<file path="config.mk">
export PLATFORM = sky130hd
export DESIGN_NAME = link_bringup_seq
export DESIGN_NICKNAME = d
export VERILOG_FILES = /design/src/rtl/lbs_pkg.sv /design/src/rtl/range_sel.sv /design/src/rtl/lane_mask.sv /design/src/rtl/wait_timer.sv /design/src/rtl/link_bringup_seq.sv
export SDC_FILE = /design/constraint.sdc
export NUM_CORES = 1
export LEC_CHECK = 0
export BUFFER_PORTS_ARGS = -buffer_cell sky130_fd_sc_hd__buf_2
export CAP_MARGIN = 20
export CELL_PAD_IN_SITES_DETAIL_PLACEMENT = 1
export CELL_PAD_IN_SITES_GLOBAL_PLACEMENT = 1
export CORE_MARGIN = 10
export CORE_UTILIZATION = 40
export CTS_BUF_LIST = sky130_fd_sc_hd__clkbuf_8
export DETAILED_ROUTE_END_ITERATION = 7
export GPL_TIMING_DRIVEN = 0
export PLACE_DENSITY_LB_ADDON = 0.12
export SETUP_SLACK_MARGIN = 0.05
export SLEW_MARGIN = 10
export SYNTH_ARGS = -nofsm -noshare
export SYNTH_HDL_FRONTEND = slang
export SYNTH_SLANG_ARGS = --single-unit
</file>
<file path="constraint.sdc">
create_clock -name clk -period 6.75 [get_ports clk]
set_input_delay 0.3375 -clock clk [delete_from_list [all_inputs] [get_ports clk]]
set_output_delay 0.3375 -clock clk [all_outputs]
set_load 0.02 [all_outputs]
</file>
<file path="src/rtl/lbs_pkg.sv">
package lbs_pkg;
    localparam int RATE_W     = 11;
    localparam int CODE_W     = 8;
    localparam int NUM_RANGES = 29;

    // Upper rate limit (exclusive) of each range and its PHY range code
    localparam logic [RATE_W-1:0] RANGE_LIMIT [NUM_RANGES] = '{
        11'd90,  11'd100, 11'd110, 11'd125, 11'd140, 11'd150, 11'd160, 11'd180,
        11'd200, 11'd210, 11'd240, 11'd250, 11'd270, 11'd300, 11'd330, 11'd360,
        11'd400, 11'd450, 11'd500, 11'd550, 11'd600, 11'd650, 11'd700, 11'd750,
        11'd800, 11'd850, 11'd900, 11'd950, 11'd1000
    };
    localparam logic [CODE_W-1:0] RANGE_CODE [NUM_RANGES] = '{
        8'h00, 8'h20, 8'h40, 8'h02, 8'h22, 8'h42, 8'h04, 8'h24,
        8'h44, 8'h06, 8'h26, 8'h46, 8'h08, 8'h28, 8'h48, 8'h2a,
        8'h4a, 8'h0c, 8'h2c, 8'h0e, 8'h2e, 8'h10, 8'h30, 8'h12,
        8'h32, 8'h14, 8'h34, 8'h54, 8'h74
    };

    typedef enum logic [2:0] {
        S_IDLE, S_TWR, S_LANES, S_WSTOP, S_WCLK, S_UP
    } seq_e;
endpackage

</file>
<file path="src/rtl/range_sel.sv">
module range_sel
    import lbs_pkg::*;
#(
    parameter int DEFAULT_RATE = 849
) (
    input  logic              rate_valid_i,
    input  logic [RATE_W-1:0] rate_i,
    output logic [CODE_W-1:0] code_o,
    output logic              bad_o
);
    logic [RATE_W-1:0] rate_eff;

    always_comb begin
        rate_eff = rate_valid_i ? rate_i : RATE_W'(DEFAULT_RATE);
        code_o   = '0;
        bad_o    = 1'b1;
        // Walk downward so the lowest qualifying entry wins
        for (int i = NUM_RANGES - 1; i >= 0; i--) begin
            if (RANGE_LIMIT[i] > rate_eff) begin
                code_o = RANGE_CODE[i];
                bad_o  = 1'b0;
            end
        end
    end
endmodule

</file>
<file path="src/rtl/lane_mask.sv">
module lane_mask #(
    parameter int MAX_LANES     = 4,
    parameter int PHY_W         = 16,
    parameter int DATA_STOP_LSB = 4,
    parameter int CLK_STOP_BIT  = 10,
    localparam int NLW = (MAX_LANES > 1) ? $clog2(MAX_LANES) : 1
) (
    input  logic [NLW-1:0]   nlanes_m1_i,
    input  logic [PHY_W-1:0] phy_state_i,
    output logic             stop_ok_o
);
    logic [MAX_LANES-1:0] lane_ok;

    for (genvar g = 0; g < MAX_LANES; g++) begin : g_lane
        // Inactive lanes are treated as satisfied
        assign lane_ok[g] = (NLW'(g) > nlanes_m1_i) | phy_state_i[DATA_STOP_LSB + g];
    end

    assign stop_ok_o = (&lane_ok) & phy_state_i[CLK_STOP_BIT];
endmodule

</file>
<file path="src/rtl/wait_timer.sv">
module wait_timer #(
    parameter int W = 16
) (
    input  logic         clk,
    input  logic         rst_n,
    input  logic         clr_i,
    input  logic [W-1:0] limit_i,
    output logic         expired_o
);
    logic [W-1:0] cnt_d, cnt_q;

    assign expired_o = (cnt_q >= limit_i);

    always_comb begin
        cnt_d = cnt_q;
        if (clr_i)
            cnt_d = '0;
        else if (!expired_o)
            cnt_d = cnt_q + 1'b1;
    end

    always_ff @(posedge clk or negedge rst_n) begin
        if (!rst_n) cnt_q <= '0;
        else        cnt_q <= cnt_d;
    end
endmodule

</file>
<file path="src/rtl/link_bringup_seq.sv">
module link_bringup_seq
    import lbs_pkg::*;
#(
    parameter int MAX_LANES     = 4,
    parameter int TMO_W         = 16,
    parameter int PHY_W         = 16,
    parameter int DATA_STOP_LSB = 4,
    parameter int HS_CLK_BIT    = 8,
    parameter int CLK_STOP_BIT  = 10,
    parameter int TEST_CODE     = 8'h44,
    parameter int DEFAULT_RATE  = 849,
    localparam int LW  = $clog2(MAX_LANES + 1),
    localparam int NLW = (MAX_LANES > 1) ? $clog2(MAX_LANES) : 1
) (
    input  logic              clk,
    input  logic              rst_n,
    input  logic              start_i,
    input  logic              stop_i,
    input  logic [LW-1:0]     lanes_req_i,
    input  logic [LW-1:0]     cfg_max_lanes_i,
    input  logic              rate_valid_i,
    input  logic [RATE_W-1:0] rate_mbps_i,
    input  logic [TMO_W-1:0]  timeout_i,
    input  logic [PHY_W-1:0]  phy_state_i,
    input  logic              tst_ack_i,
    output logic              tst_req_o,
    output logic [CODE_W-1:0] tst_addr_o,
    output logic [CODE_W-1:0] tst_data_o,
    output logic [NLW-1:0]    nlanes_o,
    output logic              shutdown_n_o,
    output logic              phy_rst_n_o,
    output logic              ctrl_rst_n_o,
    output logic              sensor_start_o,
    output logic              done_o,
    output logic              error_o,
    output logic              stop_warn_o
);
    typedef struct packed {
        seq_e              state;
        logic [NLW-1:0]    nlanes;
        logic              released;
        logic              sensor;
        logic              tst_req;
        logic [CODE_W-1:0] code;
        logic              done;
        logic              err;
        logic              warn;
    } seq_t;

    seq_t q, d;

    logic [CODE_W-1:0] rng_code;
    logic              rng_bad;
    logic              stop_ok;
    logic              tmr_clr;
    logic              expired;
    logic              lanes_ok;
    logic [LW-1:0]     lanes_m1;
    logic              unused_phy;

    assign unused_phy = ^phy_state_i;

    range_sel #(.DEFAULT_RATE(DEFAULT_RATE)) u_range (
        .rate_valid_i (rate_valid_i),
        .rate_i       (rate_mbps_i),
        .code_o       (rng_code),
        .bad_o        (rng_bad)
    );

    lane_mask #(
        .MAX_LANES     (MAX_LANES),
        .PHY_W         (PHY_W),
        .DATA_STOP_LSB (DATA_STOP_LSB),
        .CLK_STOP_BIT  (CLK_STOP_BIT)
    ) u_mask (
        .nlanes_m1_i (q.nlanes),
        .phy_state_i (phy_state_i),
        .stop_ok_o   (stop_ok)
    );

    wait_timer #(.W(TMO_W)) u_timer (
        .clk       (clk),
        .rst_n     (rst_n),
        .clr_i     (tmr_clr),
        .limit_i   (timeout_i),
        .expired_o (expired)
    );

    assign lanes_ok = (lanes_req_i != '0) &&
                      (lanes_req_i <= LW'(MAX_LANES)) &&
                      (lanes_req_i <= cfg_max_lanes_i);
    assign lanes_m1 = lanes_req_i - 1'b1;

    always_comb begin
        d = q;
        unique case (q.state)
            S_IDLE: begin
                if (start_i) begin
                    d.done = 1'b0;
                    d.err  = 1'b0;
                    d.warn = 1'b0;
                    if (rng_bad) begin
                        d.err = 1'b1;
                    end else begin
                        d.code    = rng_code;
                        d.tst_req = 1'b1;
                        d.state   = S_TWR;
                    end
                end
            end
            S_TWR: begin
                if (tst_ack_i) begin
                    d.tst_req = 1'b0;
                    d.state   = S_LANES;
                end else if (expired) begin
                    d.tst_req = 1'b0;
                    d.err     = 1'b1;
                    d.state   = S_IDLE;
                end
            end
            S_LANES: begin
                if (lanes_ok) begin
                    d.nlanes   = lanes_m1[NLW-1:0];
                    d.released = 1'b1;
                    d.state    = S_WSTOP;
                end else begin
                    d.err   = 1'b1;
                    d.state = S_IDLE;
                end
            end
            S_WSTOP: begin
                if (stop_ok) begin
                    d.sensor = 1'b1;
                    d.state  = S_WCLK;
                end else if (expired) begin
                    d.warn   = 1'b1;
                    d.sensor = 1'b1;
                    d.state  = S_WCLK;
                end
            end
            S_WCLK: begin
                if (phy_state_i[HS_CLK_BIT]) begin
                    d.done  = 1'b1;
                    d.state = S_UP;
                end else if (expired) begin
                    d.sensor   = 1'b0;
                    d.released = 1'b0;
                    d.err      = 1'b1;
                    d.state    = S_IDLE;
                end
            end
            S_UP: ;
            default: d.state = S_IDLE;
        endcase

        if (stop_i) begin
            d.state    = S_IDLE;
            d.sensor   = 1'b0;
            d.released = 1'b0;
            d.tst_req  = 1'b0;
            d.done     = 1'b0;
            d.err      = 1'b0;
            d.warn     = 1'b0;
        end

        tmr_clr = (d.state != q.state);
    end

    always_ff @(posedge clk or negedge rst_n) begin
        if (!rst_n) q <= '{state: S_IDLE, default: '0};
        else        q <= d;
    end

    assign tst_req_o      = q.tst_req;
    assign tst_addr_o     = CODE_W'(TEST_CODE);
    assign tst_data_o     = q.code;
    assign nlanes_o       = q.nlanes;
    assign shutdown_n_o   = q.released;
    assign phy_rst_n_o    = q.released;
    assign ctrl_rst_n_o   = q.released;
    assign sensor_start_o = q.sensor;
    assign done_o         = q.done;
    assign error_o        = q.err;
    assign stop_warn_o    = q.warn;
endmodule

</file>
# Yosys cells after proc, flatten, opt, wreduce, memory -nomap -nowiden
# Cells that the tools add are included.
word_totals:
  register_bits: 35
  latch_bits: 0
  mem_bits_rw: 0
  rom_bits: 0
  elab_cells: 187
  n_memories: 0
classes:
  addsub: 2
  n_mul: 0
  n_div: 0
  order_cmp: 36
  n_eq_ne: 19
  n_shift: 0
  mux: 95
  n_bitwise: 6
  n_reduce_logical: 19
ops:
  columns: ["operator", "n"]
  rows:
  - ["7-bit 2-to-1 mux", 29]
  - ["10-bit by 11-bit greater-than comparator with 1-bit output, first input constant", 10]
  - ["8-bit by 11-bit greater-than comparator with 1-bit output, first input constant", 8]
  - ["9-bit by 11-bit greater-than comparator with 1-bit output, first input constant", 7]
  - ["7-bit by 11-bit greater-than comparator with 1-bit output, first input constant", 4]
  - ["1-bit 2-to-1 mux", 41]
  - ["16-bit 2-to-1 mux", 2]
  - ["3-bit 2-to-1 mux", 10]
  - ["3-bit inequality test, second input constant", 10]
  - ["4-bit AND reduction", 5]
  - ["3-bit case mux with 6 select lines", 1]
  - ["3-bit nonzero test", 6]
  - ["16-bit by 1-bit adder with 16-bit output, second input constant", 1]
  - ["16-bit >= comparator", 1]
  - ["12-bit 2-to-1 mux", 1]
  - ["11-bit 2-to-1 mux", 1]
  - ["1-bit case mux with 2 select lines", 5]
  - ["9-bit 2-to-1 mux", 1]
  - ["4-bit inequality test, second input constant", 2]
  - ["3-bit by 2-bit == test with 1-bit output, second input constant", 2]
  - ["3-bit == test, second input constant", 2]
  - ["2-bit 2-to-1 mux", 3]
  - ["3-bit AND reduction", 2]
  - ["5-bit AND reduction", 1]
  - ["16 further kinds", 22]

# Depth between registers and ports, before layout
depth:
  ltp_word: 37
  ltp_mapped: 10
  mapped_depth_nobuf: 9

# Hierarchy
# From an unflattened synthesis, not the netlist that was laid out.
hier_totals:
  cells_unflattened: 508
  hier_area_um2: 4031.4
by_module_without_submodules:
  columns: ["module", "instances", "cells_each", "area_each_um2", "seq_area_each_um2"]
  rows:
  - ["wait_timer", 1, 163, 1500.2, 400.4]
  - ["link_bringup_seq", 1, 143, 1285.0, 475.5]
  - ["range_sel", 1, 197, 1221.2, 0.0]
  - ["lane_mask", 1, 5, 25.0, 0.0]

# Least setup slack after synthesis
# OpenSTA, ideal clock, no wires.
synth_path:
  kind: "flip-flop to flip-flop"
  start: "register u_timer.cnt_q[0]"
  end: "register u_timer.cnt_q[0]"
  setup_time_ns: 0.080
  t_arrival_ns: 2.297
  setup_slack_ns: 4.373
  stages_incl_launch_ff: 11
  synth_period_minus_slack_ns: 2.377
  path_cell_list: "dfrtp_1 -> inv_1 -> ha_1 -> nand2b_1 -> a211oi_1 -> o21ai_1 -> a211o_1 -> a211oi_1 -> a21oi_1 -> buf_2 -> nor3_2"
synth_via:
  elab_chain_len: 7
  word_cells_on_any_way: 13
  cone_classes: "add/sub (1); order compare (1); eq/ne (2); mux (9)"
synth_lines:
  columns: ["element", "line_no", "rtl"]
  rows:
  - ["start, declared", "wait_timer.sv:10", "logic [W-1:0] cnt_d, cnt_q;"]
  - ["start signal, assigned", "wait_timer.sv:24", "else cnt_q <= cnt_d;"]
  - ["16-bit >= comparator", "wait_timer.sv:12", "assign expired_o = (cnt_q >= limit_i);"]
  - ["3-bit 2-to-1 mux (on tied branches)", "link_bringup_seq.sv:115, link_bringup_seq.sv:145, link_bringup_seq.sv:135", null]
  - ["3-bit 2-to-1 mux (on tied branches)", "link_bringup_seq.sv:142, link_bringup_seq.sv:112, link_bringup_seq.sv:132", null]
  - ["3-bit case mux with 6 select lines", "link_bringup_seq.sv:96", "unique case (q.state)"]
  - ["3-bit 2-to-1 mux", "link_bringup_seq.sv:156", "if (stop_i) begin"]
  - ["3-bit inequality test", "link_bringup_seq.sv:166", "tmr_clr = (d.state != q.state);"]
  - ["2-bit inequality test (no source line) / 16-bit 2-to-1 mux (equally long branches)", null, null]
# Parallel ways exist; a longest one is shown, timed or not. The select of a mux whose other input is x is not followed.
# A chain may end at the register's enable or synchronous reset.

# Final worst setup path
# Same ends and word-level chain as after synthesis.

==> impl_metrics.csv <==
group,metric,value,unit
status,status,"finished, final reports clean",
clock_tree,cts_tree,"yes",
die,num_rows,34,
setup_path,max_stage_delay,0.61,ns
global_route,grt_usage,0.182,
setup_path,critical_path_arrival,3.26,ns
drt,viasPerCell,5.86,
setup_path,r2r_start,"u_timer.cnt_q[0]",
die,fp.dieH,115,um
place,routabilityCongestion,0.937,
sta,fin_ws,3.65,ns
sta,rsz0062_at_grt,"false",
logic_synthesis,synthArstFlopShare,1.00,
sta,fin_hold_ws,0.127,ns
sta,fin_worst_skew,0.0138,ns
final_layout,n_antenna_cell,0,
logic_synthesis,synth_seq_cells,33,
setup_path,cp-end-kind,"register",
run,maxCapViolCount,0,
final_layout,drive_above_1_share,0.237,
global_route,grt_max_degree,34,
die,start_util,0.410,
min_path,min_path_type,"in -> async",
clock_tree,cts_buffers,5,
logic_synthesis,netlist_area,3580,um^2
clock_tree,cts_setup_buffers,0,
sta,tns,0,ns
setup_path,crit_chain,"inv_1 -> ha_1 -> nand2b_1 -> a211oi_1 -> o21ai_1 -> a211o_1 -> o21bai_1 -> a21oi_1 -> buf_2 -> nor3_2",
clock_tree,cts.clk_slew.worst_paths,0.08,ns
die,dieArea,13100,um^2
power,power_density,173,nW/um^2
clock_tree,clockBufferDepth,2,
power,p_seq_frac,0.341,
sta,slew_headroom,0.278,
power,p_leak,1.90,nW
clock_tree,clock_sinks,33,
logic_synthesis,synthCells,456,
setup_path,worstSetupPathType,"reg -> reg",
final_layout,mostFrequentLayoutCell,"buf_2",
global_route,grt_pass1_vias,3954,
sta,hold_viol,0,
place,pre_cts_slack,3.65,ns
place,portBuffers,55,
clock_tree,post_cts_resized,0,
final_layout,utilization,0.474,
sta,drv_slew,0,
drt,num_vias,3722,
power,switchingPower,0.000266,W
logic_synthesis,syn_area_per_cell,7.85,um^2
die,fp.coreArea,8720,um^2
power,switching_share,0.372,
die,io_pins,81,
clock_tree,clkLatencyLatePin,0.29,ns
place,hpwlAfterDp,9510,um
clock_tree,cts_root_buffer,"clkbuf_8",
logic_synthesis,ys_warn_count,0,
power,peakVddDrop,0.0000792,V
sta,timing.final.crit_share,0.460,
drt,drc,0,
global_route,grt_first_pass_wirelength,20000,um
sta,setup_viol,0,
setup_path,cp_slowest_cell,"a21oi_1",
global_route,antenna_found_initial,0,
drt,dr.pass1.iters,4,
setup_path,worstSetupStartpoint,"u_timer.cnt_q[0]",
logic_synthesis,ys.flop_type,"dfrtp_1",
drt,wl_per_cell,18.9,um
drt,wl,12000,um
drt,drt_iter0_drc,205,
power,p_int,0.000449,W
clock_tree,h-tree-depth,2,
die,die_width,115,um
power,clock_power_share,0.275,
setup_path,required,6.91,ns
setup_path,cp-start-kind,"register",
global_route,grt-ovfl-total,0,
final_layout,area_growth,15.6,%
final_layout,final_nets,602,
logic_synthesis,synth_edf_count,0,
sta,post-route-min-period,3.10,ns
sta,fmax,0.322,GHz
sta,worstMarginPinSlew,1.08,ns
logic_synthesis,yosysUniqueCellTypes,74,
final_layout,final_cell_mix,"buf_2 (64), inv_1 (34), dfrtp_1 (33), nand2_1 (32), nor2_1 (32)",
clock_tree,hold_buffers,0,
power,combPwrFrac,0.384,
logic_synthesis,synth.yosys.seq_area_share,0.231,
drt,drt.antenna.violating_nets,0,
power,finalPower,0.000716,W
setup_path,crit_fanout,10,
-- layer usage --
metal | global-route usage | vias up | routed length (um) | share of wire
li1 | - | 1784 | - | -
met1 | 0.219 | 1804 | 5120 | 0.43
met2 | 0.322 | 112 | 6060 | 0.51
met3 | 0.0252 | 22 | 522 | 0.044
met4 | 0.0643 | 0 | 277 | 0.023
met5 | 0 | - | 0 | 0
-- power groups by stage --
| stage | registers [W] | logic [W] | clock network (W) |
|---|---|---|---|
| global route | 0.000249 | 0.000303 | 0.000211 |
| finish | 0.000244 | 0.000275 | 0.000197 |
| detailed placement | 0.000248 | 0.000275 | 0 |
| CTS | 0.000245 | 0.000276 | 0.000201 |
| global placement | 0.000247 | 0.000265 | 0 |
| floorplan | 0.000244 | 0.000191 | 0 |
-- registers in the layout (all words and copies together) (netlist names) --
| register | flops |
|---|---|
| tst_data_o | 6 |
| tst_req_o | 1 |
| ctrl_rst_n_o | 1 |
| sensor_start_o | 1 |
| nlanes_o | 2 |
| done_o | 1 |
| q | 3 |
| stop_warn_o | 1 |
| error_o | 1 |
| u_timer.cnt_q | 16 |
-- synth_stat cells (12+ instances only) --
library cell	n	area share
dfrtp_1	33	0.23
inv_1	33	0.035
nand2_1	32	0.034
nor2_1	32	0.034
a21oi_1	23	0.032
buf_4	23	0.048
ha_1	21	0.073
o21ai_0	19	0.027
nor3_1	18	0.025
nand3_1	15	0.021
o21ai_1	15	0.021
xor2_1	14	0.034
nand4_1	13	0.023
clkbuf_1	12	0.013
-- stage by stage --
stage	cells	area [um^2]
6_report	635	4140
5_1_grt	635	4140
4_1_cts	635	4140
3_5_place_dp	627	4020
3_3_place_gp	627	4020
2_1_floorplan	464	3610
-- cell families (layout without fill, tap and decap cells) --
group                    after synthesis  after routing  share of synthesized area
XOR/XNOR                              16             16                     0.0391
multiplexers                           3              3                    0.00874
AND/OR/NAND/NOR                      169            169                      0.265
other                                  2             10                    0.00210
AO/OA/AOI/OAI                        132            132                      0.265
flip-flops                            33             33                      0.231
adder cells (fa/ha/maj)               21             21                     0.0734
buffers and inverters                 80            143                      0.115
-- layout make-up --
cell class | count | area (um^2)
fill | 1122 | 4580
multi-input combinational | 351 | 2370
sequential | 33 | 826
buffer | 47 | 289
timing repair buffer | 55 | 275
tap | 108 | 135
inverter | 33 | 124
clock buffer | 6 | 82.6
clock inverter | 2 | 33.8
-- final timing paths --
kind / endpoint / slack, ns / cells past startpoint
max: u_timer.cnt_q[0] / 3.65 / 10
min: done_o / 0.13 / 1
max reg2reg: u_timer.cnt_q[0] / 3.65 / 10
min reg2reg: tst_data_o[2] / 0.50 / 1
max in group asynchronous: u_timer.cnt_q[2] / 6.10 / 1
min in group clk: q[16] / 0.39 / 3
-- critical path: cells and delay by family (launching register included) --
kind | cells | cell delay, ns
AOI/OAI and AO/OA | 5 | 1.61
buffers and inverters | 2 | 0.48
DFF | 1 | 0.43
adders and majority gates | 1 | 0.26
and+or+nand+nor | 2 | 0.18
Note: power is estimated with default switching activity, not from simulation.
